[config.mk]
export PLATFORM = sky130hd
export DESIGN_NAME = nand_strobe_gen
export DESIGN_NICKNAME = d
export VERILOG_FILES = /design/src/rtl/nsg_pkg.sv /design/src/rtl/nsg_timing_regs.sv /design/src/rtl/nsg_phase_fsm.sv /design/src/rtl/nsg_read_capture.sv /design/src/rtl/nand_strobe_gen.sv
export SDC_FILE = /design/constraint.sdc
export NUM_CORES = 1
export LEC_CHECK = 0
export BUFFER_PORTS_ARGS = -buffer_cell sky130_fd_sc_hd__buf_4
export CAP_MARGIN = 5
export CELL_PAD_IN_SITES_DETAIL_PLACEMENT = 1
export CELL_PAD_IN_SITES_GLOBAL_PLACEMENT = 1
export CORE_ASPECT_RATIO = 1.5
export CORE_MARGIN = 3
export CORE_UTILIZATION = 45
export DETAILED_ROUTE_END_ITERATION = 7
export PLACE_DENSITY_LB_ADDON = 0.1
export SLEW_MARGIN = 20
export SYNTH_ARGS = -nofsm -noshare
export SYNTH_HDL_FRONTEND = slang
export SYNTH_HIERARCHICAL = 1
export SYNTH_SLANG_ARGS = --single-unit
[constraint.sdc]
create_clock -name clk -period 10.94 [get_ports clk]
set_input_delay 0.547 -clock clk [delete_from_list [all_inputs] [get_ports clk]]
set_output_delay 0.547 -clock clk [all_outputs]
set_load 0.01 [all_outputs]
[src/rtl/nsg_pkg.sv]
package nsg_pkg;
    parameter int TICK_W = 8;
    localparam int FIELDS = 4;
    localparam int CFG_W = FIELDS * TICK_W;

    typedef logic [TICK_W-1:0] tick_t;

    typedef struct packed {
        tick_t rdy;
        tick_t wext;
        tick_t wlo;
        tick_t whi;
        tick_t acc;
        tick_t rhold;
        tick_t rlo;
        tick_t rext;
    } ticks_t;

    typedef enum logic [2:0] {
        PH_IDLE,
        PH_RDY,
        PH_WLO,
        PH_WHI,
        PH_WEXT,
        PH_RLO,
        PH_RHI,
        PH_REXT
    } phase_e;
endpackage

[src/rtl/nsg_timing_regs.sv]
module nsg_timing_regs
    import nsg_pkg::*;
(
    input  logic             clk,
    input  logic             rst_n,
    input  logic             load_i,
    input  logic [CFG_W-1:0] cfg_a_i,
    input  logic [CFG_W-1:0] cfg_b_i,
    output ticks_t           ticks_o
);
    localparam int NFIELD = 2 * FIELDS;

    typedef struct packed {
        logic [CFG_W-1:0] a;
        logic [CFG_W-1:0] b;
    } cfg_s;

    cfg_s cfg_d, cfg_q;

    always_comb begin
        cfg_d = cfg_q;
        if (load_i) begin
            cfg_d.a = cfg_a_i;
            cfg_d.b = cfg_b_i;
        end
    end

    always_ff @(posedge clk or negedge rst_n) begin
        if (!rst_n) begin
            cfg_q <= '0;
        end else begin
            cfg_q <= cfg_d;
        end
    end

    // Unpack most-significant field first, then force a zero count to one tick.
    tick_t raw [NFIELD];
    tick_t eff [NFIELD];

    for (genvar i = 0; i < FIELDS; i++) begin : g_unpack
        assign raw[i]          = cfg_q.a[(FIELDS-i)*TICK_W-1 -: TICK_W];
        assign raw[FIELDS + i] = cfg_q.b[(FIELDS-i)*TICK_W-1 -: TICK_W];
    end

    for (genvar j = 0; j < NFIELD; j++) begin : g_clamp
        assign eff[j] = (raw[j] == '0) ? tick_t'(1) : raw[j];
    end

    // Write strobe stays low for whatever the write-high part leaves of the cycle.
    tick_t wlo_len;
    always_comb begin
        if (eff[2] > eff[3]) begin
            wlo_len = eff[2] - eff[3];
        end else begin
            wlo_len = tick_t'(1);
        end
    end

    always_comb begin
        ticks_o.rdy   = eff[0];
        ticks_o.wext  = eff[1];
        ticks_o.wlo   = wlo_len;
        ticks_o.whi   = eff[3];
        ticks_o.acc   = eff[4];
        ticks_o.rhold = eff[5];
        ticks_o.rlo   = eff[6];
        ticks_o.rext  = eff[7];
    end
endmodule

[src/rtl/nsg_phase_fsm.sv]
module nsg_phase_fsm
    import nsg_pkg::*;
#(
    parameter int DATA_W = 8
) (
    input  logic              clk,
    input  logic              rst_n,
    input  logic              start_i,
    input  logic              is_write_i,
    input  logic [DATA_W-1:0] wdata_i,
    input  logic              ready_i,
    input  ticks_t            ticks_i,
    output logic              load_o,
    output logic              we_n_o,
    output logic              re_n_o,
    output logic              dout_en_o,
    output logic [DATA_W-1:0] dout_o,
    output logic              done_o,
    output logic              rd_active_o,
    output logic              rd_last_o
);
    typedef struct packed {
        phase_e            phase;
        tick_t             cnt;
        logic              is_wr;
        logic [DATA_W-1:0] wdata;
        logic              we_n;
        logic              re_n;
        logic              doe;
        logic              done;
    } state_s;

    state_s st_d, st_q;
    tick_t  len;
    logic   last;

    always_comb begin
        case (st_q.phase)
            PH_RDY:  len = ticks_i.rdy;
            PH_WLO:  len = ticks_i.wlo;
            PH_WHI:  len = ticks_i.whi;
            PH_WEXT: len = ticks_i.wext;
            PH_RLO:  len = ticks_i.rlo;
            PH_RHI:  len = ticks_i.rhold;
            PH_REXT: len = ticks_i.rext;
            default: len = tick_t'(1);
        endcase
    end

    assign last = (st_q.cnt == (len - tick_t'(1)));

    always_comb begin
        st_d      = st_q;
        st_d.done = 1'b0;
        load_o    = 1'b0;
        case (st_q.phase)
            PH_IDLE: begin
                if (start_i) begin
                    load_o     = 1'b1;
                    st_d.phase = PH_RDY;
                    st_d.cnt   = '0;
                    st_d.is_wr = is_write_i;
                    st_d.wdata = wdata_i;
                end
            end
            PH_RDY: begin
                if (ready_i) begin
                    if (last) begin
                        st_d.cnt   = '0;
                        st_d.phase = st_q.is_wr ? PH_WLO : PH_RLO;
                    end else begin
                        st_d.cnt = st_q.cnt + tick_t'(1);
                    end
                end
            end
            default: begin
                if (last) begin
                    st_d.cnt = '0;
                    case (st_q.phase)
                        PH_WLO:  st_d.phase = PH_WHI;
                        PH_WHI:  st_d.phase = PH_WEXT;
                        PH_RLO:  st_d.phase = PH_RHI;
                        PH_RHI:  st_d.phase = PH_REXT;
                        default: begin
                            st_d.phase = PH_IDLE;
                            st_d.done  = 1'b1;
                        end
                    endcase
                end else begin
                    st_d.cnt = st_q.cnt + tick_t'(1);
                end
            end
        endcase
        // Pin drivers follow the next phase so each strobe comes straight from a flop.
        st_d.we_n = (st_d.phase != PH_WLO);
        st_d.re_n = (st_d.phase != PH_RLO);
        st_d.doe  = (st_d.phase == PH_WLO) || (st_d.phase == PH_WHI);
    end

    always_ff @(posedge clk or negedge rst_n) begin
        if (!rst_n) begin
            st_q       <= '0;
            st_q.phase <= PH_IDLE;
            st_q.we_n  <= 1'b1;
            st_q.re_n  <= 1'b1;
        end else begin
            st_q <= st_d;
        end
    end

    assign we_n_o      = st_q.we_n;
    assign re_n_o      = st_q.re_n;
    assign dout_en_o   = st_q.doe;
    assign dout_o      = st_q.wdata;
    assign done_o      = st_q.done;
    assign rd_active_o = (st_q.phase == PH_RLO) || (st_q.phase == PH_RHI);
    assign rd_last_o   = (st_q.phase == PH_RHI) && last;


    strobe_excl_chk: assert property (@(posedge clk) disable iff (!rst_n)
        !(!we_n_o && !re_n_o));


    done_pulse_chk: assert property (@(posedge clk) disable iff (!rst_n)
        done_o |=> !done_o);


    done_quiet_chk: assert property (@(posedge clk) disable iff (!rst_n)
        done_o |-> (we_n_o && re_n_o && !dout_en_o));


    doe_read_chk: assert property (@(posedge clk) disable iff (!rst_n)
        !re_n_o |-> !dout_en_o);


    we_rise_chk: assert property (@(posedge clk) disable iff (!rst_n)
        $rose(we_n_o) |-> dout_en_o);
endmodule

[src/rtl/nsg_read_capture.sv]
module nsg_read_capture
    import nsg_pkg::*;
#(
    parameter int DATA_W = 8
) (
    input  logic              clk,
    input  logic              rst_n,
    input  logic              active_i,
    input  logic              last_i,
    input  tick_t             acc_i,
    input  logic [DATA_W-1:0] din_i,
    output logic [DATA_W-1:0] rdata_o
);
    localparam int EL_W = TICK_W + 1;

    typedef struct packed {
        logic [EL_W-1:0]   elapsed;
        logic              taken;
        logic [DATA_W-1:0] rdata;
    } cap_s;

    cap_s cap_d, cap_q;
    logic hit;

    assign hit = (cap_q.elapsed == {1'b0, acc_i - tick_t'(1)}) || last_i;

    always_comb begin
        cap_d = cap_q;
        if (!active_i) begin
            cap_d.elapsed = '0;
            cap_d.taken   = 1'b0;
        end else begin
            cap_d.elapsed = cap_q.elapsed + EL_W'(1);
            if (!cap_q.taken && hit) begin
                cap_d.taken = 1'b1;
                cap_d.rdata = din_i;
            end
        end
    end

    always_ff @(posedge clk or negedge rst_n) begin
        if (!rst_n) begin
            cap_q <= '0;
        end else begin
            cap_q <= cap_d;
        end
    end

    assign rdata_o = cap_q.rdata;


    one_sample_chk: assert property (@(posedge clk) disable iff (!rst_n)
        (active_i && cap_q.taken) |=> $stable(rdata_o));
endmodule

[src/rtl/nand_strobe_gen.sv]
module nand_strobe_gen
    import nsg_pkg::*;
#(
    parameter int DATA_W = 8
) (
    input  logic              clk,
    input  logic              rst_n,
    input  logic              start_i,
    input  logic              is_write_i,
    input  logic [DATA_W-1:0] wdata_i,
    input  logic [CFG_W-1:0]  timing_a_i,
    input  logic [CFG_W-1:0]  timing_b_i,
    input  logic              ready_i,
    input  logic [DATA_W-1:0] flash_din_i,
    output logic              we_n_o,
    output logic              re_n_o,
    output logic              dout_en_o,
    output logic [DATA_W-1:0] dout_o,
    output logic [DATA_W-1:0] rdata_o,
    output logic              done_o
);
    ticks_t ticks;
    logic   load;
    logic   rd_active;
    logic   rd_last;

    nsg_timing_regs u_regs (
        .clk     (clk),
        .rst_n   (rst_n),
        .load_i  (load),
        .cfg_a_i (timing_a_i),
        .cfg_b_i (timing_b_i),
        .ticks_o (ticks)
    );

    nsg_phase_fsm #(.DATA_W(DATA_W)) u_fsm (
        .clk         (clk),
        .rst_n       (rst_n),
        .start_i     (start_i),
        .is_write_i  (is_write_i),
        .wdata_i     (wdata_i),
        .ready_i     (ready_i),
        .ticks_i     (ticks),
        .load_o      (load),
        .we_n_o      (we_n_o),
        .re_n_o      (re_n_o),
        .dout_en_o   (dout_en_o),
        .dout_o      (dout_o),
        .done_o      (done_o),
        .rd_active_o (rd_active),
        .rd_last_o   (rd_last)
    );

    nsg_read_capture #(.DATA_W(DATA_W)) u_cap (
        .clk      (clk),
        .rst_n    (rst_n),
        .active_i (rd_active),
        .last_i   (rd_last),
        .acc_i    (ticks.acc),
        .din_i    (flash_din_i),
        .rdata_o  (rdata_o)
    );
endmodule

==> out/results.ini <==
[yosys]
ys_seq_elements = 106
ys_seq_area_share_pct = 42.1
ys_warn_count = 6
synth-edff-count = 0
synth_area_um2 = 6310
synth_cell_types = 72
avgSynthCellArea_um2 = 10.1
synth.net_count = 723
async_flop_share_pct = 100
syn_inst = 625
synthFlopType = dfrtp_1

[global_routing]
antenna_found_initial = 0
grt_first_pass_wirelength_mm = 26.2
grt_max_degree = 85
grt_usage_pct = 21.9
grt_overflow = 0
grt_pass1_vias = 5119

[timing]
drv_slew = 0
setup_tns_ns = 0
final-hold-violation-count = 0
max_freq_mhz = 170
final.setup_skew_ns = 0.00764
period_needed_ns = 5.87
max_slew_margin_pct = 30.3
rsz0062_at_grt = false
finalSetupViolCount = 0
worst_slew_pin_slew_ns = 1.05
fin_crit_sh_pct = 53.7

[clock_tree]
clockBufferDepth = 2
clk_pin_slew_ns = 0.07
ctsResizeCount = 0
cts_setup_buffers = 0
clk-insertion-delay-late_ns = 0.35
clock-root-buffer = clkbuf_16
cts_tree = done
cts_buffers = 9
numClockSinks = 106
hold_buffers = 0
htree_levels = 3

[setup_path]
crit_path_max_fanout = 12
start_kind = flip-flop
cp.required_ns = 11.17
end_kind = flip-flop
cp_data_arrival_time_ns = 6.10
ff2ff_setup_slack_ns = 5.07
crit_type = flip-flop to flip-flop

[die]
start_util_pct = 46.4
io_pins = 105
std_cell_rows = 52
die_h_um = 151
coreArea_um2 = 13600
die-area_um2 = 15500
die_w_um = 103

[power_and_ir_drop]
ir_worst_vdd_v = 0.0000597
power_per_cell_area_nw_per_um2 = 104
p_leak_uw = 0.00332
finalPower_uw = 737

[worst_hold_path]
hp-class = input port to async pin

[outcome]
outcome = completed

[cells_and_area]
antennaDiodeCount = 0
drive_gt1_share_pct = 32.1
fin_nets = 741
area_delta_synth_final_pct = 12.6

[drt]
drt_pass1_iterations = 4
vias = 4653
ant_nets = 0
routed_wl_mm = 16.3
viasPerCell = 5.74
avgRoutedWirePerCell_um = 20.1
drc_errors = 0
drtIter0Drc = 77

[placed_design]
gp_congestion = 0.864
dp_hpwl_mm = 12.4
portBuffers = 104

[run]
drv_cap = 0

## worst max-delay path: stages, from the launching register on
cell and delay (ns):
dfrtp_1 0.40, nor4_1 0.39, a41o_1 0.26, ha_1 0.18, inv_1 0.07, fa_1 0.43
a21o_1 0.19, a21oi_1 0.26, nor2_1 0.12, o22ai_2 0.25, nor2_1 0.09, mux2i_1 0.13
o22ai_1 0.11, a31oi_2 0.30, and3_4 0.28, or4b_1 0.45, o221a_2 0.16, a211oi_4 0.37
and2_4 0.31, and3_1 0.45, inv_1 0.08, a21oi_1 0.17, o21a_4 0.20, o211ai_1 0.10
## layout make-up
cell class | count | area, um^2
clock inverter | 3 | 23.8
tap | 162 | 203
inverter | 27 | 101
timing repair buffer | 106 | 796
fill | 1512 | 6490
clock buffer | 13 | 260
multi-input combinational | 393 | 3070
sequential | 106 | 2660
## per-layer routing
layer	GRT usage, %	share of wire, %	vias up
met5	0	0	-
met2	38.6	54	84
li1	-	-	2189
met1	25.2	40	2347
met3	4.06	3.4	33
met4	9.98	3.4	0
## synth_stat cells (7+ instances only)
cell / number / area [um^2]
dfrtp_1: 104 / 2600
clkbuf_1: 66 / 248
mux2_2: 66 / 743
nand3_1: 35 / 175
nand2_1: 30 / 113
inv_1: 26 / 97.6
xnor2_1: 23 / 201
buf_4: 19 / 143
mux2i_1: 17 / 170
o21ai_0: 17 / 85.1
nor2_1: 15 / 56.3
nor3_1: 14 / 70.1
a21oi_1: 13 / 65.1
a21o_1: 12 / 90.1
ha_1: 12 / 150
nand2b_1: 12 / 75.1
nor4_1: 10 / 62.6
xor2_1: 10 / 87.6
and2_1: 9 / 56.3
o211ai_1: 9 / 67.6
a211oi_1: 7 / 52.6
buf_2: 7 / 35.0
## registers in the layout (all words and copies together), names as in the netlist
signal and count:
u_cap/cap_q 10, u_cap/rdata_o 8, u_fsm/done_o 1, u_fsm/dout_en_o 1
u_fsm/dout_o 8, u_fsm/re_n_o 1, u_fsm/st_q 12, u_fsm/we_n_o 1
u_regs/cfg_q 64
## final timing paths
kind	from	to	depth (start not counted)
setup / recovery	u_regs/cfg_q[37]	u_cap/rdata_o[1]	23
min in group clk	timing_a_i[1]	u_regs/cfg_q[33]	3
setup reg to reg	u_regs/cfg_q[37]	u_cap/rdata_o[1]	23
hold / removal	rst_n	u_regs/cfg_q[3]	1
hold reg to reg	u_fsm/dout_o[3]	u_fsm/dout_o[3]	1
max in group asynchronous	rst_n	u_regs/cfg_q[39]	2
## power by group
group	switching [uW]	leakage [uW]	internal, uW
combinational	12.9	0.00184	19.3
sequential	0	0.00135	392
clock	146	0.000132	168
## placed cells by master (no fill, tap or decap), types with 13 or more instances in the layout
cell type | Yosys | routed
xnor2_1 | 23 | 23
o21ai_0 | 17 | 17
a21oi_1 | 13 | 13
nor3_1 | 14 | 14
dfrtp_1 | 104 | 103
mux2_2 | 66 | 66
nor2_1 | 15 | 15
nand3_1 | 35 | 35
inv_1 | 26 | 26
buf_4 | 19 | 106
mux2i_1 | 17 | 17
nand2_1 | 30 | 30
## cells by family (layout without fill, tap and decap cells)
| group | count (synthesis) | count (layout) | synth area share (%) |
|---|---|---|---|
| AOI/OAI and AO/OA | 105 | 105 | 12.6 |
| DFF | 106 | 106 | 42.1 |
| buffers and inverters | 126 | 149 | 9.36 |
| xor gates and xnor gates | 33 | 33 | 4.58 |
| and+or+nand+nor | 157 | 157 | 13.7 |
| muxes | 85 | 85 | 15.0 |
| adders and majority gates | 13 | 13 | 2.70 |
## through the flow
step	cells	area (um^2)	utilization, %	hold WS, ns	setup WS [ns]
after floorplan	625	6310	-	0.251	5.99
after global placement	794	6820	50.2	0.492	5.44
after detailed placement	794	6820	50.2	0.498	5.18
after CTS	810	7110	52.3	0.230	5.05
after global routing	810	7110	52.3	0.255	4.58
final	810	7110	52.3	0.206	5.07
(Power assumes the default switching activity.)
